--- src/rtl/scl_gen_pkg.sv ---
package scl_gen_pkg;

    localparam int DIV_W = 5;
    localparam int CNT_W = 8;
    localparam int CFG_W = DIV_W + 3;

    typedef struct packed {
        logic             ack_clk_en;
        logic             ack_level;
        logic             fast;
        logic [DIV_W-1:0] div;
    } scl_cfg_t;

    typedef enum logic [1:0] {
        PH_IDLE = 2'd0,
        PH_LOW  = 2'd1,
        PH_HIGH = 2'd2
    } scl_phase_t;

    typedef struct packed {
        logic [CNT_W-1:0] low_len;
        logic [CNT_W-1:0] high_len;
        logic             valid;
    } scl_timing_t;

    function automatic scl_timing_t decode_timing(
        input scl_cfg_t c,
        input int       std_mult,
        input int       fast_mult,
        input int       std_min,
        input int       fast_min,
        input int       odd_code,
        input int       odd_low,
        input int       odd_high
    );
        scl_timing_t t;
        int d;
        int lo;
        int hi;
        d = int'(c.div);
        if (c.fast && d == odd_code) begin
            lo = odd_low;
            hi = odd_high;
        end else if (c.fast) begin
            lo = d * fast_mult;
            hi = lo;
        end else begin
            lo = d * std_mult;
            hi = lo;
        end
        t.low_len  = CNT_W'(lo);
        t.high_len = CNT_W'(hi);
        t.valid    = c.fast ? (d >= fast_min) : (d >= std_min);
        return t;
    endfunction

endpackage

--- src/rtl/scl_cfg_reg.sv ---
module scl_cfg_reg
    import scl_gen_pkg::*;
#(
    parameter int STD_MULT  = 4,
    parameter int FAST_MULT = 2,
    parameter int STD_MIN   = 4,
    parameter int FAST_MIN  = 3,
    parameter int ODD_CODE  = 5,
    parameter int ODD_LOW   = 6,
    parameter int ODD_HIGH  = 4
) (
    input  logic             clk,
    input  logic             rst,
    input  logic             we,
    input  logic [CFG_W-1:0] wdata,
    output logic             ack_clk_en,
    output logic             ack_level,
    output scl_timing_t      tim
);

    scl_cfg_t cfg_q;

    always_ff @(posedge clk) begin
        if (rst) begin
            cfg_q <= '0;
        end else if (we) begin
            cfg_q <= scl_cfg_t'(wdata);
        end
    end

    always_comb begin
        tim        = decode_timing(cfg_q, STD_MULT, FAST_MULT, STD_MIN, FAST_MIN,
                                   ODD_CODE, ODD_LOW, ODD_HIGH);
        ack_clk_en = cfg_q.ack_clk_en;
        ack_level  = cfg_q.ack_level;
    end

endmodule

--- src/rtl/scl_phase_timer.sv ---
module scl_phase_timer #(
    parameter int CNT_W = 8
) (
    input  logic             clk,
    input  logic             rst,
    input  logic             clr,
    input  logic             load,
    input  logic [CNT_W-1:0] len,
    output logic             last
);

    logic [CNT_W-1:0] cnt_q;

    // A load of N keeps "last" low for N-1 cycles, so the phase spans N cycles.
    always_ff @(posedge clk) begin
        if (rst || clr) begin
            cnt_q <= '0;
        end else if (load) begin
            cnt_q <= len - CNT_W'(1);
        end else if (cnt_q != '0) begin
            cnt_q <= cnt_q - CNT_W'(1);
        end
    end

    assign last = (cnt_q == '0);

endmodule

--- src/rtl/scl_bit_seq.sv ---
module scl_bit_seq
    import scl_gen_pkg::*;
#(
    parameter int NBITS = 8
) (
    input  logic             clk,
    input  logic             rst,
    input  logic             abort,
    input  logic             start,
    input  logic             rx,
    input  logic             ack_clk_en,
    input  logic             ack_level,
    input  scl_timing_t      tim,
    input  logic             last,
    input  logic             sda_in,
    output logic             load,
    output logic [CNT_W-1:0] load_len,
    output logic             busy,
    output logic             scl_oe,
    output logic             sda_oe,
    output logic             byte_done,
    output logic             ack_sampled
);

    localparam int IDX_W = $clog2(NBITS + 2);
    localparam logic [IDX_W-1:0] ACK_IDX  = IDX_W'(NBITS);
    localparam logic [IDX_W-1:0] DATA_END = IDX_W'(NBITS - 1);

    scl_phase_t       phase_q;
    logic [IDX_W-1:0] idx_q;
    logic             rx_q;
    logic             ackclk_q;
    logic             acklvl_q;
    logic [IDX_W-1:0] final_idx;

    assign final_idx = ackclk_q ? ACK_IDX : DATA_END;

    always_comb begin
        load     = 1'b0;
        load_len = tim.low_len;
        unique case (phase_q)
            PH_IDLE: load = start && tim.valid;
            PH_LOW: begin
                load     = last;
                load_len = tim.high_len;
            end
            PH_HIGH: load = last && (idx_q != final_idx);
            default: load = 1'b0;
        endcase
        if (abort) begin
            load = 1'b0;
        end
    end

    always_ff @(posedge clk) begin
        if (rst) begin
            phase_q     <= PH_IDLE;
            idx_q       <= '0;
            rx_q        <= 1'b0;
            ackclk_q    <= 1'b0;
            acklvl_q    <= 1'b0;
            byte_done   <= 1'b0;
            ack_sampled <= 1'b0;
        end else begin
            byte_done <= 1'b0;
            if (abort) begin
                phase_q <= PH_IDLE;
                idx_q   <= '0;
            end else begin
                unique case (phase_q)
                    PH_IDLE: begin
                        if (start && tim.valid) begin
                            phase_q  <= PH_LOW;
                            idx_q    <= '0;
                            rx_q     <= rx;
                            ackclk_q <= ack_clk_en;
                            acklvl_q <= ack_level;
                        end
                    end
                    PH_LOW: begin
                        if (last) begin
                            phase_q <= PH_HIGH;
                            if (idx_q == ACK_IDX && !rx_q) begin
                                ack_sampled <= sda_in;
                            end
                        end
                    end
                    PH_HIGH: begin
                        if (last) begin
                            if (idx_q == final_idx) begin
                                phase_q   <= PH_IDLE;
                                idx_q     <= '0;
                                byte_done <= 1'b1;
                            end else begin
                                phase_q <= PH_LOW;
                                idx_q   <= idx_q + IDX_W'(1);
                            end
                        end
                    end
                    default: phase_q <= PH_IDLE;
                endcase
            end
        end
    end

    assign busy   = (phase_q != PH_IDLE);
    assign scl_oe = (phase_q == PH_LOW);
    assign sda_oe = busy && (idx_q == ACK_IDX) && rx_q && !acklvl_q;

endmodule

--- src/rtl/i2c_scl_gen.sv ---
module i2c_scl_gen
    import scl_gen_pkg::*;
#(
    parameter int NBITS     = 8,
    parameter int STD_MULT  = 4,
    parameter int FAST_MULT = 2,
    parameter int STD_MIN   = 4,
    parameter int FAST_MIN  = 3,
    parameter int ODD_CODE  = 5,
    parameter int ODD_LOW   = 6,
    parameter int ODD_HIGH  = 4
) (
    input  logic       clk,
    input  logic       rst,
    input  logic       cfg_we,
    input  logic [7:0] cfg_wdata,
    input  logic       xfer_start,
    input  logic       xfer_rx,
    input  logic       sda_in,
    output logic       busy,
    output logic       scl_oe,
    output logic       sda_oe,
    output logic       byte_done,
    output logic       ack_sampled
);

    scl_timing_t      tim_q;
    logic             cfg_ack_clk_en;
    logic             cfg_ack_level;
    logic             tmr_load;
    logic [CNT_W-1:0] tmr_len;
    logic             tmr_last;

    scl_cfg_reg #(
        .STD_MULT (STD_MULT),
        .FAST_MULT(FAST_MULT),
        .STD_MIN  (STD_MIN),
        .FAST_MIN (FAST_MIN),
        .ODD_CODE (ODD_CODE),
        .ODD_LOW  (ODD_LOW),
        .ODD_HIGH (ODD_HIGH)
    ) cfg_i (
        .clk       (clk),
        .rst       (rst),
        .we        (cfg_we),
        .wdata     (cfg_wdata),
        .ack_clk_en(cfg_ack_clk_en),
        .ack_level (cfg_ack_level),
        .tim       (tim_q)
    );

    scl_phase_timer #(.CNT_W(CNT_W)) tmr_i (
        .clk (clk),
        .rst (rst),
        .clr (cfg_we),
        .load(tmr_load),
        .len (tmr_len),
        .last(tmr_last)
    );

    scl_bit_seq #(.NBITS(NBITS)) seq_i (
        .clk        (clk),
        .rst        (rst),
        .abort      (cfg_we),
        .start      (xfer_start),
        .rx         (xfer_rx),
        .ack_clk_en (cfg_ack_clk_en),
        .ack_level  (cfg_ack_level),
        .tim        (tim_q),
        .last       (tmr_last),
        .sda_in     (sda_in),
        .load       (tmr_load),
        .load_len   (tmr_len),
        .busy       (busy),
        .scl_oe     (scl_oe),
        .sda_oe     (sda_oe),
        .byte_done  (byte_done),
        .ack_sampled(ack_sampled)
    );

endmodule

--- config.mk ---
export PLATFORM = sky130hd
export DESIGN_NAME = i2c_scl_gen
export DESIGN_NICKNAME = d
export VERILOG_FILES = /design/src/rtl/scl_gen_pkg.sv /design/src/rtl/scl_cfg_reg.sv /design/src/rtl/scl_phase_timer.sv /design/src/rtl/scl_bit_seq.sv /design/src/rtl/i2c_scl_gen.sv
export SDC_FILE = /design/constraint.sdc
export NUM_CORES = 1
export LEC_CHECK = 0
export BUFFER_PORTS_ARGS = -buffer_cell sky130_fd_sc_hd__buf_2
export CAP_MARGIN = 20
export CORE_ASPECT_RATIO = 1.4
export CORE_UTILIZATION = 48
export DETAILED_ROUTE_END_ITERATION = 10
export PLACE_DENSITY = 0.75
export RECOVER_POWER = 100
export SYNTH_ARGS = -nofsm -noshare
export SYNTH_HDL_FRONTEND = slang
export SYNTH_SLANG_ARGS = --single-unit
--- constraint.sdc ---
create_clock -name clk -period 2.9 [get_ports clk]
set_input_delay 0.58 -clock clk [delete_from_list [all_inputs] [get_ports clk]]
set_output_delay 0.58 -clock clk [all_outputs]
set_load 0.02 [all_outputs]
==> results of run 1 <==
-- cell type report --
type	count	area [sq um]
Clock buffer	3	41.29
Clock inverter	1	7.507
Fill cell	305	1335
Inverter	7	26.28
Multi-Input combinational cell	132	1011
Sequential cell	27	540.5
Tap cell	39	48.80
Timing Repair Buffer	31	172.7
-- cells in the mapped netlist, types with 2 or more instances --
library cell / n
nor3b_1: 2
a211oi_1: 4
a21oi_1: 7
nor3_1: 5
xor2_1: 3
mux2i_1: 16
nand4b_1: 2
o21ai_1: 2
o221ai_1: 2
nand2_1: 9
xnor2_1: 5
buf_2: 4
clkbuf_1: 3
nor2_1: 25
o21ai_0: 2
ha_1: 3
nand4_1: 2
nor2b_1: 2
nor4b_1: 2
buf_1: 2
nand3_1: 2
dfxtp_1: 27
nor4_1: 3
inv_1: 5
nand2b_1: 3
nor3_2: 2
-- routing by layer --
layer | vias up | GRT usage (%) | routed length (um)
li1 | 694 | - | -
met1 | 685 | 27.06 | 1627
met2 | 21 | 39.91 | 1979
met3 | 4 | 2.796 | 90
met4 | 0 | 5.405 | 29
met5 | - | 0 | 0
-- logic make-up after synthesis --
logic type / Yosys count / synth area share, %
and+or+nand+nor: 72 / 26.95
AOI/OAI and AO/OA: 31 / 16.69
DFF: 27 / 33.08
buffers and inverters: 18 / 5.130
muxes: 18 / 11.56
xor gates and xnor gates: 8 / 4.288
adders and majority gates: 3 / 2.297
-- worst max-delay path by stage --
| stage | cells after the start | end |
|---|---|---|
| 3_5_place_dp | 10 | tmr_i.cnt_q[6]$_SDFFE_PP0P_ |
| 3_3_place_gp | 10 | tmr_i.cnt_q[6]$_SDFFE_PP0P_ |
| 5_1_grt | 10 | tmr_i.cnt_q[6]$_SDFFE_PP0P_ |
| 4_1_cts | 10 | tmr_i.cnt_q[6]$_SDFFE_PP0P_ |
| 6_report | 10 | tmr_i.cnt_q[6]$_SDFFE_PP0P_ |
| 2_1_floorplan | 10 | tmr_i.cnt_q[6]$_SDFFE_PP0P_ |
-- power groups by stage --
stage,Clock [uW],Combinational (uW),Sequential [uW]
3_3_place_gp,0,723,486
3_5_place_dp,0,746,491
6_report,229,763,496
2_1_floorplan,0,610,475
4_1_cts,225,763,486
5_1_grt,245,828,499
-- critical path: cells and delay by family, from the launching register on --
kind	cells	cell delay, ns
xor gates and xnor gates	1	0.18
DFF	1	0.36
and+or+nand+nor	5	1.32
muxes	1	0.21
AOI/OAI and AO/OA	2	0.38
adders and majority gates	1	0.22
-- through the flow --
stage | std cells | setup slack [ns] | area [sq um] | setup TNS, ns
detailed placement | 235 | -0.07661 | 1810 | -0.07661
floorplan | 177 | 0.02394 | 1639 | 0
CTS | 240 | 0.02665 | 1872 | 0
global placement | 235 | 0.1132 | 1810 | 0
finish | 240 | 0.1388 | 1848 | 0
global route | 240 | 0.001330 | 1848 | 0
-- sequential cells by signal, indices dropped and copies added (netlist names) --
signal,flops
cfg_i.ack_clk_en,1
cfg_i.ack_level,1
cfg_i.cfg_q,6
seq_i.ack_sampled,1
seq_i.ackclk_q,1
seq_i.acklvl_q,1
seq_i.byte_done,1
seq_i.idx_q,4
seq_i.phase_q,2
seq_i.rx_q,1
tmr_i.cnt_q,8
-- timing repair --
action,in CTS,in global routing
gates resized for setup,1,4
buffers inserted,1,0
setup endpoints to repair,1,2
pin swaps,1,2
==> results.toml, run 1 <==
[setup_path]
worstPathArrival_ns = 2.96
reg2reg_to = "tmr_i.cnt_q[6]$_SDFFE_PP0P_"
max_stage_delay_ns = 0.57
path_cells = "or4_4, nor4_4, a2bb2oi_4, mux2i_1, ha_1, nor3b_4, nor3b_2, xor2_1, nor2_1, a211oi_2"
cp.required_ns = 3.10
r2r-start = "tmr_i.cnt_q[4]$_SDFFE_PP0P_"
worstPathMaxFanout = 4
rr_worst_depth = 10
cpMaxStageDelayCell = "or4_4"
crit_type = "reg2reg"
start_kind = "flip-flop"
rrSetupSlack_ns = 0.14
crit_path_end_kind = "flip-flop"
startpoint = "tmr_i.cnt_q[4]$_SDFFE_PP0P_"

[power]
power_leakage_uw = 0.0007069
internal-power_uw = 876.3
p_seq_share_pct = 33.3
vdd_drop_max_mv = 0.4032
power.total_uw = 1488
power.switching_uw = 611.9
p_comb_share_pct = 51.3
switching_share_pct = 41.12
powerDensity_nw_per_um2 = 805.3
clockPowerShare_pct = 15.4

[final_layout]
area_growth_pct = 13.09
layout_commonest_cell = "dfxtp_1"
final_util_pct = 58.06
drive_above_1_share_pct = 21.89
fin_nets = 219
final_cell_mix = "27 x dfxtp_1, 25 x nor2_1, 17 x mux2i_1, 12 x buf_2, 11 x buf_4"
diodes = 0

[clocking]
hold_buffers = 0
htree_num_levels = 1
clkLatencyLatePin_ns = 0.28
clkTransAtPathRegs_ns = 0.09
cts_root_buf = "clkbuf_8"
clock-sinks = 27
cts_buffers = 3
cts_tree = "built"
cts.path.max_buffers = 2

[die]
initial_core_util_pct = 51.34
coreArea_sq_um = 3183
row_count = 24
die_area_sq_um = 3645
ios = 19
die_w_um = 51.31
die_height_um = 71.04

[yosys]
yosys_most_used_dff = "dfxtp_1"
syn_area_sq_um = 1634
async_flop_share_pct = 0
yosysWarningCount = 0
yosys.area.top_type = "dfxtp_1"
ys_ff_latch = 27
postSynthNetCount = 194
ys_seq_area_share_pct = 33.08
synth_edf_count = 0
syn_inst = 177
synth_area_per_cell_sq_um = 9.232
synth.area.top_cells = "dfxtp_1 33%, mux2i_1 9.8%, nor2_1 5.7%, xnor2_1 2.7%, ha_1 2.3%"
synth.top_cell.area_share_pct = 33.08
yosysUniqueCellTypes = 59

[routing]
drtAntennaViolNets = 0
initialDrtViolationCount = 41
detail_route.first_pass.iterations = 4
post_drt_via_cell_ratio = 5.850
drc_errors = 0
wl_per_cell_um = 15.53
vias = 1404
drt-total-wl_um = 3727

[flow_run]
cap_violations = 0

[sta]
setup_viol = 0
hold_viol_final = 0
rsz0062_at_grt = "false"
min_period_ns = 2.761
timing.hold.ws_ns = 0.5080
drv_slew = 0
min_period_over_period_pct = 95.21
slew_headroom_pct = 51.42
worstMarginPinSlew_ns = 0.7286
finalClockSkew_ns = 0.01214
fmax_ghz = 0.3622

[global_route]
grt_pass1_wl_um = 6216
grtUsageTotal_pct = 22.07
overflow = 0
grt_max_degree = 17
grt_pass1_vias = 1355
antenna_found_initial = 0

[worst_hold_path]
holdPathEnd = "tmr_i.cnt_q[0]$_SDFFE_PP0P_"
hold_path.class = "reg2reg"
hold_start = "tmr_i.cnt_q[0]$_SDFFE_PP0P_"
hold_path_depth = 1

[place]
gp_congestion = 0.8242
dp_hpwl_um = 2749
io_buffers = 18

[outcome]
outcome = "finished clean"
(Power assumes the default switching activity.)
==> inputs of run 2 (changes only) <==
--- a/config.mk
+++ b/config.mk
@@ -5,12 +5,15 @@
 export SDC_FILE = /design/constraint.sdc
 export NUM_CORES = 1
 export LEC_CHECK = 0
-export BUFFER_PORTS_ARGS = -buffer_cell sky130_fd_sc_hd__buf_2
+export BUFFER_PORTS_ARGS = -buffer_cell sky130_fd_sc_hd__clkbuf_2
 export CAP_MARGIN = 20
+export CELL_PAD_IN_SITES_DETAIL_PLACEMENT = 0
+export CELL_PAD_IN_SITES_GLOBAL_PLACEMENT = 1
 export CORE_ASPECT_RATIO = 1.4
-export CORE_UTILIZATION = 48
+export CORE_UTILIZATION = 40
+export CTS_CLUSTER_SIZE = 24
 export DETAILED_ROUTE_END_ITERATION = 10
-export PLACE_DENSITY = 0.75
+export PLACE_DENSITY = 0.8
 export RECOVER_POWER = 100
 export SYNTH_ARGS = -nofsm -noshare
 export SYNTH_HDL_FRONTEND = slang
==> run 2 against run 1 <==
  * Critical path depth is the same
  * Clock power hardly changed
  * Worst setup slack worse by 0.0062 ns
  * Combinational power up 7.3%
  * Power is 3.8% higher
==> results.toml, run 2 (synthesized netlist as in run 1, its figures left out) <==
[final_layout]
fin_nets = 221
drive_above_1_share_pct = 27.09
area_growth_pct = 16.46
fin_area_sq_um = 1903
regMostFlops = "tmr_i.cnt_q"
reg.largest.list = "tmr_i.cnt_q (8), cfg_i.cfg_q (6), seq_i.idx_q (4)"
final_cells = 246
nFillCells = 382
largest_reg_flops = 8
final_cell_mix = "25 x nor2_1, 25 x dfxtp_1, 16 x mux2i_1, 14 x clkbuf_2, 14 x buf_4"
diodes = 0

[power]
power_leakage_uw = 0.0007519
vdd_drop_max_mv = 0.5602
power.total_uw = 1545
powerDensity_nw_per_um2 = 811.8

[die]
die_w_um = 56.02
die_height_um = 77.63
initial_core_util_pct = 41.70
ios = 19
die_area_sq_um = 4349
row_count = 27
coreArea_sq_um = 3919

[setup_path]
rrSetupSlack_ns = 0.13
start_kind = "flip-flop"
cp.required_ns = 3.09
rr_worst_depth = 10
crit_type = "reg2reg"
worstPathMaxFanout = 4
worstPathArrival_ns = 2.96
crit_path_end_kind = "flip-flop"

[global_route]
overflow = 0
grtUsageMet1_pct = 19.88
grt_max_degree = 18
grt_pass1_wl_um = 6285
antenna_found_initial = 0
grt.busiest_layer = "met2"
grt_util_met3_pct = 3.333
grtUsageTotal_pct = 17.84
grt_pass1_vias = 1413
grt_use_met2_pct = 33.69

[clocking]
clkLatencyLatePin_ns = 0.28
hold_buffers = 0
clock-sinks = 27
cts_tree = "built"
cts_buffers = 3
cts_root_buf = "clkbuf_8"
cts.path.max_buffers = 2
htree_num_levels = 1
clkTransAtPathRegs_ns = 0.09

[sta]
worstMarginPinSlew_ns = 0.5451
rsz0062_at_grt = "true"
drv_slew = 0
timing.hold.ws_ns = 0.4825
tns_ns = 0
hold_viol_final = 0
fmax_ghz = 0.3614
setup_viol = 0
min_period_ns = 2.767
slew_headroom_pct = 63.66
finalClockSkew_ns = 0.01124
min_period_over_period_pct = 95.43

[place]
placed_area_sq_um = 1823
io_buffers = 18
placed_cells = 240
gp_congestion = 0.7792
dp_hpwl_um = 2845

[worst_hold_path]
hold_path.class = "reg2reg"
hold_path_depth = 1

[routing]
drt-total-wl_um = 3719
vias = 1400
drtAntennaViolNets = 0
initialDrtViolationCount = 32
detail_route.first_pass.iterations = 4
wl_per_cell_um = 15.12
drc_errors = 0
post_drt_via_cell_ratio = 5.691

[outcome]
outcome = "finished clean"

[flow_run]
cap_violations = 0
-- run 2: cell count changes in the layout (fill, tap and decap cells not counted), moves of 2 or more --
cell,before,now
buf_2,12,0
clkbuf_2,0,14
dfxtp_1,27,25
clkbuf_1,8,5
buf_4,11,14
dfxtp_2,0,2
-- run 2: layer usage --
layer  part of all wire [%]  vias to the layer above  routed length [um]
met5                      0                        -                   0
met4                    1.1                        0                  40
met3                    2.5                        4                  94
met2                     54                       25                2000
met1                     43                      676                1584
li1                       -                      695                   -
-- run 2: final timing paths --
check                                   start                     endpoint
hold / removal    tmr_i.cnt_q[0]$_SDFFE_PP0P_  tmr_i.cnt_q[0]$_SDFFE_PP0P_
hold reg to reg   tmr_i.cnt_q[0]$_SDFFE_PP0P_  tmr_i.cnt_q[0]$_SDFFE_PP0P_
setup / recovery  tmr_i.cnt_q[4]$_SDFFE_PP0P_  tmr_i.cnt_q[6]$_SDFFE_PP0P_
setup reg to reg  tmr_i.cnt_q[4]$_SDFFE_PP0P_  tmr_i.cnt_q[6]$_SDFFE_PP0P_
-- run 2: final cells by class --
cell class / count / area [sq um] / share of cell area [%]
Inverter: 7 / 26.28 / 1.381
Clock buffer: 3 / 41.29 / 2.170
Tap cell: 43 / 53.80 / 2.827
Clock inverter: 1 / 8.758 / 0.4602
Timing Repair Buffer: 33 / 193.9 / 10.19
Sequential cell: 27 / 543.0 / 28.53
Multi-Input combinational cell: 132 / 1036 / 54.44
-- run 2: what timing repair did --
| item | 4_1_cts | 5_1_grt |
|---|---|---|
| gates resized for setup | 1 | 6 |
| setup endpoints to repair | 1 | 2 |
| pin swaps | 0 | 5 |
| buffers inserted | 0 | 2 |
| endpoints found under the hold margin | 0 | 0 |
-- run 2: per-stage QoR --
| stage | worst slack [ns] | util, % |
|---|---|---|
| 3_3_place_gp | 0.09944 | 46.52 |
| 2_1_floorplan | 0.02394 | - |
| 4_1_cts | 0.01195 | 47.92 |
| 3_5_place_dp | -0.01756 | 46.52 |
| 5_1_grt | -0.07842 | 48.56 |
| 6_report | 0.1326 | 48.56 |
-- run 2: critical path, cell delays in order (launching register included) --
cell	delay [ns]
dfxtp_2	0.36
or4_4	0.57
nor4_4	0.34
a2bb2oi_4	0.18
mux2i_1	0.20
ha_2	0.21
nor3b_4	0.20
nor3b_4	0.22
xor2_1	0.16
nor2_1	0.06
a211oi_1	0.19
-- run 2: power by group --
group | switching, uW | total, uW | internal, uW | leakage [uW]
clock network | 127 | 228 | 101 | 0.0000261
registers | 67.4 | 499 | 431 | 0.000221
logic | 429 | 819 | 390 | 0.000505
==> inputs of run 3 (changes only) <==
--- a/config.mk
+++ b/config.mk
@@ -9,10 +9,10 @@
 export CAP_MARGIN = 20
 export CELL_PAD_IN_SITES_DETAIL_PLACEMENT = 0
 export CELL_PAD_IN_SITES_GLOBAL_PLACEMENT = 1
-export CORE_ASPECT_RATIO = 1.4
 export CORE_UTILIZATION = 40
 export CTS_CLUSTER_SIZE = 24
 export DETAILED_ROUTE_END_ITERATION = 10
+export GPL_TIMING_DRIVEN = 1
 export PLACE_DENSITY = 0.8
 export RECOVER_POWER = 100
 export SYNTH_ARGS = -nofsm -noshare
==> run 3 against run 2 <==
  * Sequential cell count is the same
  * Non-clock buffer count increased by 1
  * Critical path depth unchanged
  * Maximum frequency shrank 0.58%
  * Utilization up 1.6 points
  * Worst setup slack worse by 0.016 ns
  * Combinational power grew 1%
  * Critical endpoint unchanged
==> results.toml, run 3 (synthesized netlist as in run 1, its figures left out) <==
[sta]
finalClockSkew_ns = 0.005007
slew_headroom_pct = 46.09
tns_ns = 0
drv_slew = 0
min_period_ns = 2.783
fmax_ghz = 0.3593
worstMarginPinSlew_ns = 0.8025
timing.hold.ws_ns = 0.4629
hold_viol_final = 0
setup_viol = 0
min_period_over_period_pct = 95.98

[place]
gp_congestion = 0.8040
dp_hpwl_um = 2755
io_buffers = 18

[die]
die_w_um = 65.92
die_area_sq_um = 4345
coreArea_sq_um = 3799
ios = 19
die_height_um = 65.92
row_count = 22
initial_core_util_pct = 43.02

[power]
power.switching_uw = 610.5
powerDensity_nw_per_um2 = 812.4
switching_share_pct = 39.44
power.total_uw = 1548
internal-power_uw = 937.6
power_leakage_uw = 0.0007485
clockPowerShare_pct = 14.3
p_seq_share_pct = 32.1
vdd_drop_max_mv = 0.3593
p_comb_share_pct = 53.7

[worst_hold_path]
hold_start = "tmr_i.cnt_q[0]$_SDFFE_PP0P_"
holdPathEnd = "tmr_i.cnt_q[0]$_SDFFE_PP0P_"
hold_path_depth = 1
hold_path.class = "reg2reg"

[setup_path]
path_cells = "or4_4, nor4_4, a2bb2oi_4, mux2i_1, ha_2, nor3b_4, nor3b_4, xor2_1, nor2_1, a211oi_1"
start_kind = "flip-flop"
crit_path_end_kind = "flip-flop"
cp.required_ns = 3.10
worstPathMaxFanout = 4
worstPathArrival_ns = 2.99
rr_worst_depth = 10
r2r-start = "tmr_i.cnt_q[4]$_SDFFE_PP0P_"
rrSetupSlack_ns = 0.12
cpMaxStageDelayCell = "or4_4"
crit_top_cell = "nor3b_4"
max_stage_delay_ns = 0.54
crit_type = "reg2reg"
reg2reg_to = "tmr_i.cnt_q[6]$_SDFFE_PP0P_"
startpoint = "tmr_i.cnt_q[4]$_SDFFE_PP0P_"

[global_route]
overflow = 0
grtUsageTotal_pct = 18.29
grt_pass1_wl_um = 6141
antenna_found_initial = 0
grt_max_degree = 17
grt_pass1_vias = 1282

[final_layout]
regMostFlops = "tmr_i.cnt_q"
fin_nets = 222
nFillCells = 359
area_growth_pct = 16.62
multiInputGateArea_sq_um = 1030
drive_above_1_share_pct = 26.96
diodes = 0
reg.largest.list = "tmr_i.cnt_q (8), cfg_i.cfg_q (6), seq_i.idx_q (4)"
final_util_pct = 50.16
largest_reg_flops = 8
ff_latch_area_sq_um = 543.0
final_cell_mix = "25 x nor2_1, 25 x dfxtp_1, 16 x mux2i_1, 14 x clkbuf_2, 14 x buf_4"

[clocking]
cts_tree = "built"
clkLatencyLatePin_ns = 0.28
clkTransAtPathRegs_ns = 0.10
cts_buffers = 3
clock-sinks = 27
htree_num_levels = 1
cts_root_buf = "clkbuf_8"
cts.path.max_buffers = 2
hold_buffers = 0

[routing]
vias = 1403
drc_errors = 0
detail_route.first_pass.iterations = 4
drtAntennaViolNets = 0
post_drt_via_cell_ratio = 5.567
initialDrtViolationCount = 40
wl_per_cell_um = 14.49
drt-total-wl_um = 3652

[outcome]
outcome = "finished clean"

[flow_run]
cap_violations = 0
run 3: how the worst max path moves through the flow:
| stage | to | slack [ns] | depth (start not counted) |
|---|---|---|---|
| after floorplan | tmr_i.cnt_q[6]$_SDFFE_PP0P_ | 0.02 | 10 |
| after global placement | tmr_i.cnt_q[6]$_SDFFE_PP0P_ | 0.11 | 10 |
| after detailed placement | tmr_i.cnt_q[6]$_SDFFE_PP0P_ | -0.01 | 10 |
| after CTS | tmr_i.cnt_q[6]$_SDFFE_PP0P_ | 0.03 | 10 |
| after global routing | tmr_i.cnt_q[4]$_SDFFE_PP0P_ | -0.05 | 10 |
| final | tmr_i.cnt_q[6]$_SDFFE_PP0P_ | 0.12 | 10 |
run 3: layer usage:
layer  up-vias  track usage, %  wire length (um)
met5         -               0                 0
met4         0           4.891                22
met3         2           3.621                72
met2        15           30.36              1808
met1       682           23.82              1749
li1        704               -                 -
run 3: final cells by class:
| cell class | count | share of cell area, % |
|---|---|---|
| repair buffers | 34 | 10.37 |
| clock inverters | 1 | 0.3940 |
| well taps | 48 | 3.152 |
| inverters | 7 | 1.379 |
| multi-input cells | 132 | 54.04 |
| flip-flops and latches | 27 | 28.50 |
| clock buffers | 3 | 2.167 |
run 3: through the flow:
stage          setup slack [ns]  area, sq um  cells
6_report                 0.1166         1906    252
4_1_cts                 0.02507         1891    250
3_5_place_dp           -0.01085         1837    246
5_1_grt                -0.05356         1906    252
2_1_floorplan           0.02394         1639    177
3_3_place_gp             0.1088         1837    246
run 3: worst max-delay path: cells and delay by family, from the launching register on:
family / cells / cell delay (ns)
xor gates and xnor gates: 1 / 0.17
and+or+nand+nor: 5 / 1.36
muxes: 1 / 0.22
adders and majority gates: 1 / 0.23
DFF: 1 / 0.36
AOI/OAI and AO/OA: 2 / 0.37
run 3: what timing repair did:
item                                    in CTS  in global routing
endpoints found under the setup margin       1                  2
pin swaps                                    0                  2
hold endpoints to repair                     0                  0
gates resized for setup                      1                  6
setup buffers                                0                  2
cloned                                       0                  0
run 3: power by group through the flow:
stage | Sequential (uW) | Clock [uW] | Combinational [uW]
after floorplan | 475 | 0 | 610
after CTS | 483 | 228 | 770
after global routing | 507 | 244 | 908
final | 496 | 221 | 831
after global placement | 485 | 0 | 736
after detailed placement | 489 | 0 | 756
